### src/rtl/cmdsh_pkg.sv
package cmdsh_pkg;
  localparam int CMD_BITS = 12;

  typedef enum logic {
    EDGE_FALL = 1'b0,
    EDGE_RISE = 1'b1
  } doutEdgeT;

  typedef struct packed {
    logic shiftEn;
    logic fallEn;
    logic csRise;
  } strbT;
endpackage

### src/rtl/cmdsh_sync.sv
module cmdsh_sync #(
  parameter int STAGES = 2,
  parameter int WIDTH = 3,
  parameter logic [WIDTH-1:0] RESET_VAL = '0
) (
  input  logic             clk,
  input  logic             rstN,
  input  logic [WIDTH-1:0] asyncIn,
  output logic [WIDTH-1:0] syncOut
);
  logic [WIDTH-1:0] stageQ [STAGES];

  genvar s;
  generate
    for (s = 0; s < STAGES; s++) begin : g_stage
      always_ff @(posedge clk or negedge rstN) begin
        if (!rstN) stageQ[s] <= RESET_VAL;
        else if (s == 0) stageQ[s] <= asyncIn;
        else stageQ[s] <= stageQ[(s == 0) ? 0 : s-1];
      end
    end
  endgenerate

  assign syncOut = stageQ[STAGES-1];
endmodule

### src/rtl/cmdsh_ctrl.sv
module cmdsh_ctrl import cmdsh_pkg::*; (
  input  logic clk,
  input  logic rstN,
  input  logic sclkS,
  input  logic csNS,
  output strbT strb
);
  logic sclkPrev;
  logic csNPrev;

  always_ff @(posedge clk or negedge rstN) begin
    if (!rstN) begin
      sclkPrev <= 1'b0;
      csNPrev  <= 1'b1;
    end else begin
      sclkPrev <= sclkS;
      csNPrev  <= csNS;
    end
  end

  always_comb begin
    strb.shiftEn = sclkS & ~sclkPrev & ~csNS;
    strb.fallEn  = ~sclkS & sclkPrev & ~csNS;
    strb.csRise  = csNS & ~csNPrev;
  end
endmodule

### src/rtl/cmdsh_dpath.sv
module cmdsh_dpath import cmdsh_pkg::*; #(
  parameter int WORD_BITS = CMD_BITS
) (
  input  logic                 clk,
  input  logic                 rstN,
  input  strbT                 strb,
  input  logic                 dinS,
  input  logic                 modeSetValid,
  input  logic                 modeSetValue,
  output doutEdgeT             modeQ,
  output logic                 cmdValid,
  output logic [WORD_BITS-1:0] cmdWord,
  output logic                 doutOut
);
  localparam int TOP = WORD_BITS - 1;

  logic [WORD_BITS-1:0] shiftReg;
  logic                 ejectReg;
  logic                 doutLoad;
  logic                 doutNext;

  always_comb begin
    if (modeQ == EDGE_RISE) begin
      doutLoad = strb.shiftEn;
      doutNext = shiftReg[TOP];
    end else begin
      doutLoad = strb.fallEn;
      doutNext = ejectReg;
    end
  end

  always_ff @(posedge clk or negedge rstN) begin
    if (!rstN) begin
      shiftReg <= '0;
      ejectReg <= 1'b0;
      modeQ    <= EDGE_FALL;
      doutOut  <= 1'b0;
      cmdValid <= 1'b0;
      cmdWord  <= '0;
    end else begin
      if (strb.shiftEn) begin
        shiftReg <= {shiftReg[TOP-1:0], dinS};
        ejectReg <= shiftReg[TOP];
      end
      if (modeSetValid) modeQ <= doutEdgeT'(modeSetValue);
      if (doutLoad) doutOut <= doutNext;
      cmdValid <= strb.csRise;
      if (strb.csRise) cmdWord <= shiftReg;
    end
  end
endmodule

### src/rtl/cmd_shift_if.sv
module cmd_shift_if import cmdsh_pkg::*; #(
  parameter int WORD_BITS = CMD_BITS,
  parameter int SYNC_STAGES = 2
) (
  input  logic                 clk,
  input  logic                 rstN,
  input  logic                 sclkIn,
  input  logic                 csNIn,
  input  logic                 dinIn,
  input  logic                 modeSetValid,
  input  logic                 modeSetValue,
  output logic                 cmdValid,
  output logic [WORD_BITS-1:0] cmdWord,
  output logic                 doutOut
);
  localparam logic [2:0] PIN_IDLE = 3'b010;

  logic [2:0] pinSync;
  strbT       strb;
  doutEdgeT   modeQ;

  cmdsh_sync #(.STAGES(SYNC_STAGES), .WIDTH(3), .RESET_VAL(PIN_IDLE)) u_sync (
    .clk(clk), .rstN(rstN),
    .asyncIn({sclkIn, csNIn, dinIn}),
    .syncOut(pinSync)
  );

  cmdsh_ctrl u_ctrl (
    .clk(clk), .rstN(rstN),
    .sclkS(pinSync[2]), .csNS(pinSync[1]),
    .strb(strb)
  );

  cmdsh_dpath #(.WORD_BITS(WORD_BITS)) u_dpath (
    .clk(clk), .rstN(rstN), .strb(strb), .dinS(pinSync[0]),
    .modeSetValid(modeSetValid), .modeSetValue(modeSetValue),
    .modeQ(modeQ), .cmdValid(cmdValid), .cmdWord(cmdWord), .doutOut(doutOut)
  );
endmodule

### config.mk
export PLATFORM = sky130hd
export DESIGN_NAME = cmd_shift_if
export DESIGN_NICKNAME = d
export VERILOG_FILES = /design/src/rtl/cmdsh_pkg.sv /design/src/rtl/cmdsh_sync.sv /design/src/rtl/cmdsh_ctrl.sv /design/src/rtl/cmdsh_dpath.sv /design/src/rtl/cmd_shift_if.sv
export SDC_FILE = /design/constraint.sdc
export NUM_CORES = 1
export LEC_CHECK = 0
export ABC_AREA = 1
export ABC_CLOCK_PERIOD_IN_PS = 1400
export BUFFER_PORTS_ARGS = -buffer_cell sky130_fd_sc_hd__buf_2
export CAP_MARGIN = 20
export CORE_MARGIN = 3
export CORE_UTILIZATION = 40
export CTS_BUF_LIST = sky130_fd_sc_hd__clkbuf_16
export CTS_CLUSTER_DIAMETER = 30
export DETAILED_ROUTE_END_ITERATION = 8
export GPL_ROUTABILITY_DRIVEN = 0
export SYNTH_ARGS = -nofsm -noshare
export SYNTH_HDL_FRONTEND = slang
export SYNTH_SLANG_ARGS = --single-unit
### constraint.sdc
create_clock -name clk -period 1.4 [get_ports clk]
set_input_delay 0.28 -clock clk [delete_from_list [all_inputs] [get_ports clk]]
set_output_delay 0.28 -clock clk [all_outputs]
set_load 0.02 [all_outputs]
==> flow_summary.toml <==
[timing]
finalMaxSlewViolations = 0
max_freq_mhz = 795
tns_ps = 0
rsz0062_at_grt = "false"
period_share_pct = 89.8
slew-limit-headroom_pct = 70.8
worst-slew-pin-transition_ps = 438
clock_skew_ps = 1.25
final_hold_viol_count = 0
finalSetupViolations = 0
finalCriticalPeriod_ps = 1260

[flow_run]
maxCapViolations = 0

[finish]
regArea_um2 = 905
layout_common_cells = "dfrtp_1 (33), nand2_1 (27), buf_2 (20)"
drive_above_1_share_pct = 32.0
diodes = 0
multi_input_area_um2 = 348
instances_no_fill = 191
final.fill_count = 288
final_nets = 153
final_common_cell = "dfrtp_1"
area_growth_syn_to_layout_pct = 21.1

[critical_path]
r2r_cells = 5
worst-setup-path-type = "register to register"
crit_required_ps = 1560
critPathCaptureType = "register"
crit_buf_inv = 2
crit_slowest_cell = "dfstp_2"
start_kind = "register"
crit_arrival_ps = 1420
cp.depth = 5
critPathTopFamily = "flip-flops"
critPathMaxFanout = 25
max_stage_delay_ps = 530
worstPathCellList = "inv_2 > or2_1 > buf_12 > nand2_1 > o21ai_2"

[routing]
drc_errors = 0
vias_per_cell = 4.49
wire_per_inst_um = 11.3
num_vias = 857
drtIter0Drc = 38
dr.pass1.iters = 4
routed_wirelength_mm = 2.16
ant_nets = 0

[clocking]
clk_transition_reported_paths_ps = 50
cts_tree = "yes"
cts_setup_buffers = 0
clk_latency_ps = 270
ctsHoldBuffers = 0
cts_sinks = 36
cts_made_buffers = 5
cts_buffer_depth = 2
htreeDepth = 2
root_buffer = "clkbuf_16"

[grt]
antenna_found_initial = 0
gr-total-overflow = 0
grt_start_max_net_pins = 37
grtUsageTotal_pct = 12.5
grt_pass1_vias = 889
grt_pass1_wl_mm = 3.87

[yosys]
synth.distinct_cells = 17
synthMuxAreaShare_pct = 0
ys_seq_area_share_pct = 66.9
synthAdderAreaFrac_pct = 0
synthDominantCellAreaShare_pct = 61.1
synth_top_family_by_area = "compound AO/OA/AOI/OAI gates"
synth-simple-area-share_pct = 11.8
synth_top_cell_by_area = "dfrtp_1"
synthCells = 122
avgSynthCellArea_um2 = 11.1
ys_seq_elements = 36
yosys_warnings = 0
synth_nets = 129
synth-xor-area-share_pct = 0
ys_top_cells_by_area = "dfrtp_1 (61%), o21ai_2 (7.8%), nand2_1 (7.5%)"
netlist_area_um2 = 1350
synth_compound_area_share_pct = 13.3

[die]
core-area_um2 = 3130
boundaryPins = 21
rows = 20
die_h_um = 64.2
initial_core_util_pct = 43.2
die-area_um2 = 4120
die_x_um = 64.2

[placed_design]
dpl.cell_count = 183
portBuffers = 20
hpwl_mm = 1.37

[pwr]
vdd_drop_max_mv = 0.968
leakagePower_nw = 0.810
p_per_area_nw_per_um2 = 1630

[outcome]
status = "finished clean"

[hold_path]
hp-class = "primary input to async pin"
## per-layer routing
layer / GRT usage [%] / part of all wire (%) / vias to the layer above
li1: - / - / 431
met3: 6.33 / 5.6 / 2
met5: 0 / 0 / -
met2: 19.5 / 48 / 16
met1: 14.7 / 45 / 408
met4: 4.75 / 0.60 / 0
## Yosys cell counts
master / number
a21oi_1: 1
dfstp_2: 3
buf_2: 1
nand2_1: 27
nand2_2: 1
inv_1: 16
nand3_1: 4
nand3_2: 1
nand4_1: 2
or2_1: 1
o21ai_2: 12
o21ai_0: 14
buf_6: 3
clkbuf_2: 1
inv_2: 1
dfrtp_1: 33
nor2_1: 1
## power by group
part / total (W) / switching, W / internal [W]
Sequential: 0.00126 / 0.0000705 / 0.00118
Combinational: 0.000391 / 0.000254 / 0.000136
Clock: 0.00103 / 0.000385 / 0.000645
Total: 0.00268 / 0.000710 / 0.00197
## final timing paths
path	startpoint	slack, ps	endpoint
setup reg to reg	u_sync.syncOut[1]$_DFF_PN1_	140	u_dpath.cmdWord[7]$_DFFE_PN0P_
hold reg to reg	u_sync.stageQ[5]$_DFF_PN0_	350	u_sync.syncOut[2]$_DFF_PN0_
hold / removal	rstN	30	u_dpath.ejectReg$_DFFE_PN0P_
setup / recovery	u_sync.syncOut[1]$_DFF_PN1_	140	u_dpath.cmdWord[7]$_DFFE_PN0P_
max in group asynchronous	rstN	1030	u_ctrl.csNPrev$_DFF_PN1_
min in group clk	csNIn	100	u_sync.stageQ[4]$_DFF_PN1_
## cells by family after synthesis
| family | count (synthesis) |
|---|---|
| compound gates | 27 |
| buf+inv | 22 |
| flops | 36 |
| simple gates | 37 |
## registers in the layout, indices dropped and copies added (netlist names)
name and cells:
u_dpath.cmdWord 12, u_dpath.shiftReg 12, u_sync.stageQ 3, u_sync.syncOut 3, u_ctrl.csNPrev 1, u_ctrl.sclkPrev 1, u_dpath.cmdValid 1, u_dpath.doutOut 1
u_dpath.ejectReg 1, u_dpath.modeQ 1
## repair_timing
item | CTS | global route
resized for setup | 0 | 1
setup endpoints to repair | 0 | 6
endpoints found under the hold margin | 0 | 0
## per-stage QoR
step / cell area [um^2] / worst slack [ps] / hold slack [ps] / power, W / util (%)
floorplan: 1350 / 145 / -15.6 / 0.00153 / -
global placement: 1490 / 163 / 334 / 0.00165 / 47.7
detailed placement: 1490 / 144 / 338 / 0.00167 / 47.7
CTS: 1630 / 99.8 / 50.2 / 0.00271 / 52.1
global route: 1640 / 65.7 / 79.9 / 0.00282 / 52.4
finish: 1640 / 143 / 34.9 / 0.00268 / 52.4
## cell type report
class / count / share of cell area [%]
clock buffers: 5 / 7.64
clock inverters: 3 / 0.840
inverters: 17 / 3.90
multi-input cells: 64 / 21.2
flip-flops and latches: 36 / 55.2
well taps: 44 / 3.36
repair buffers: 22 / 7.79
No activity file was read; power rests on OpenSTA's default activity.
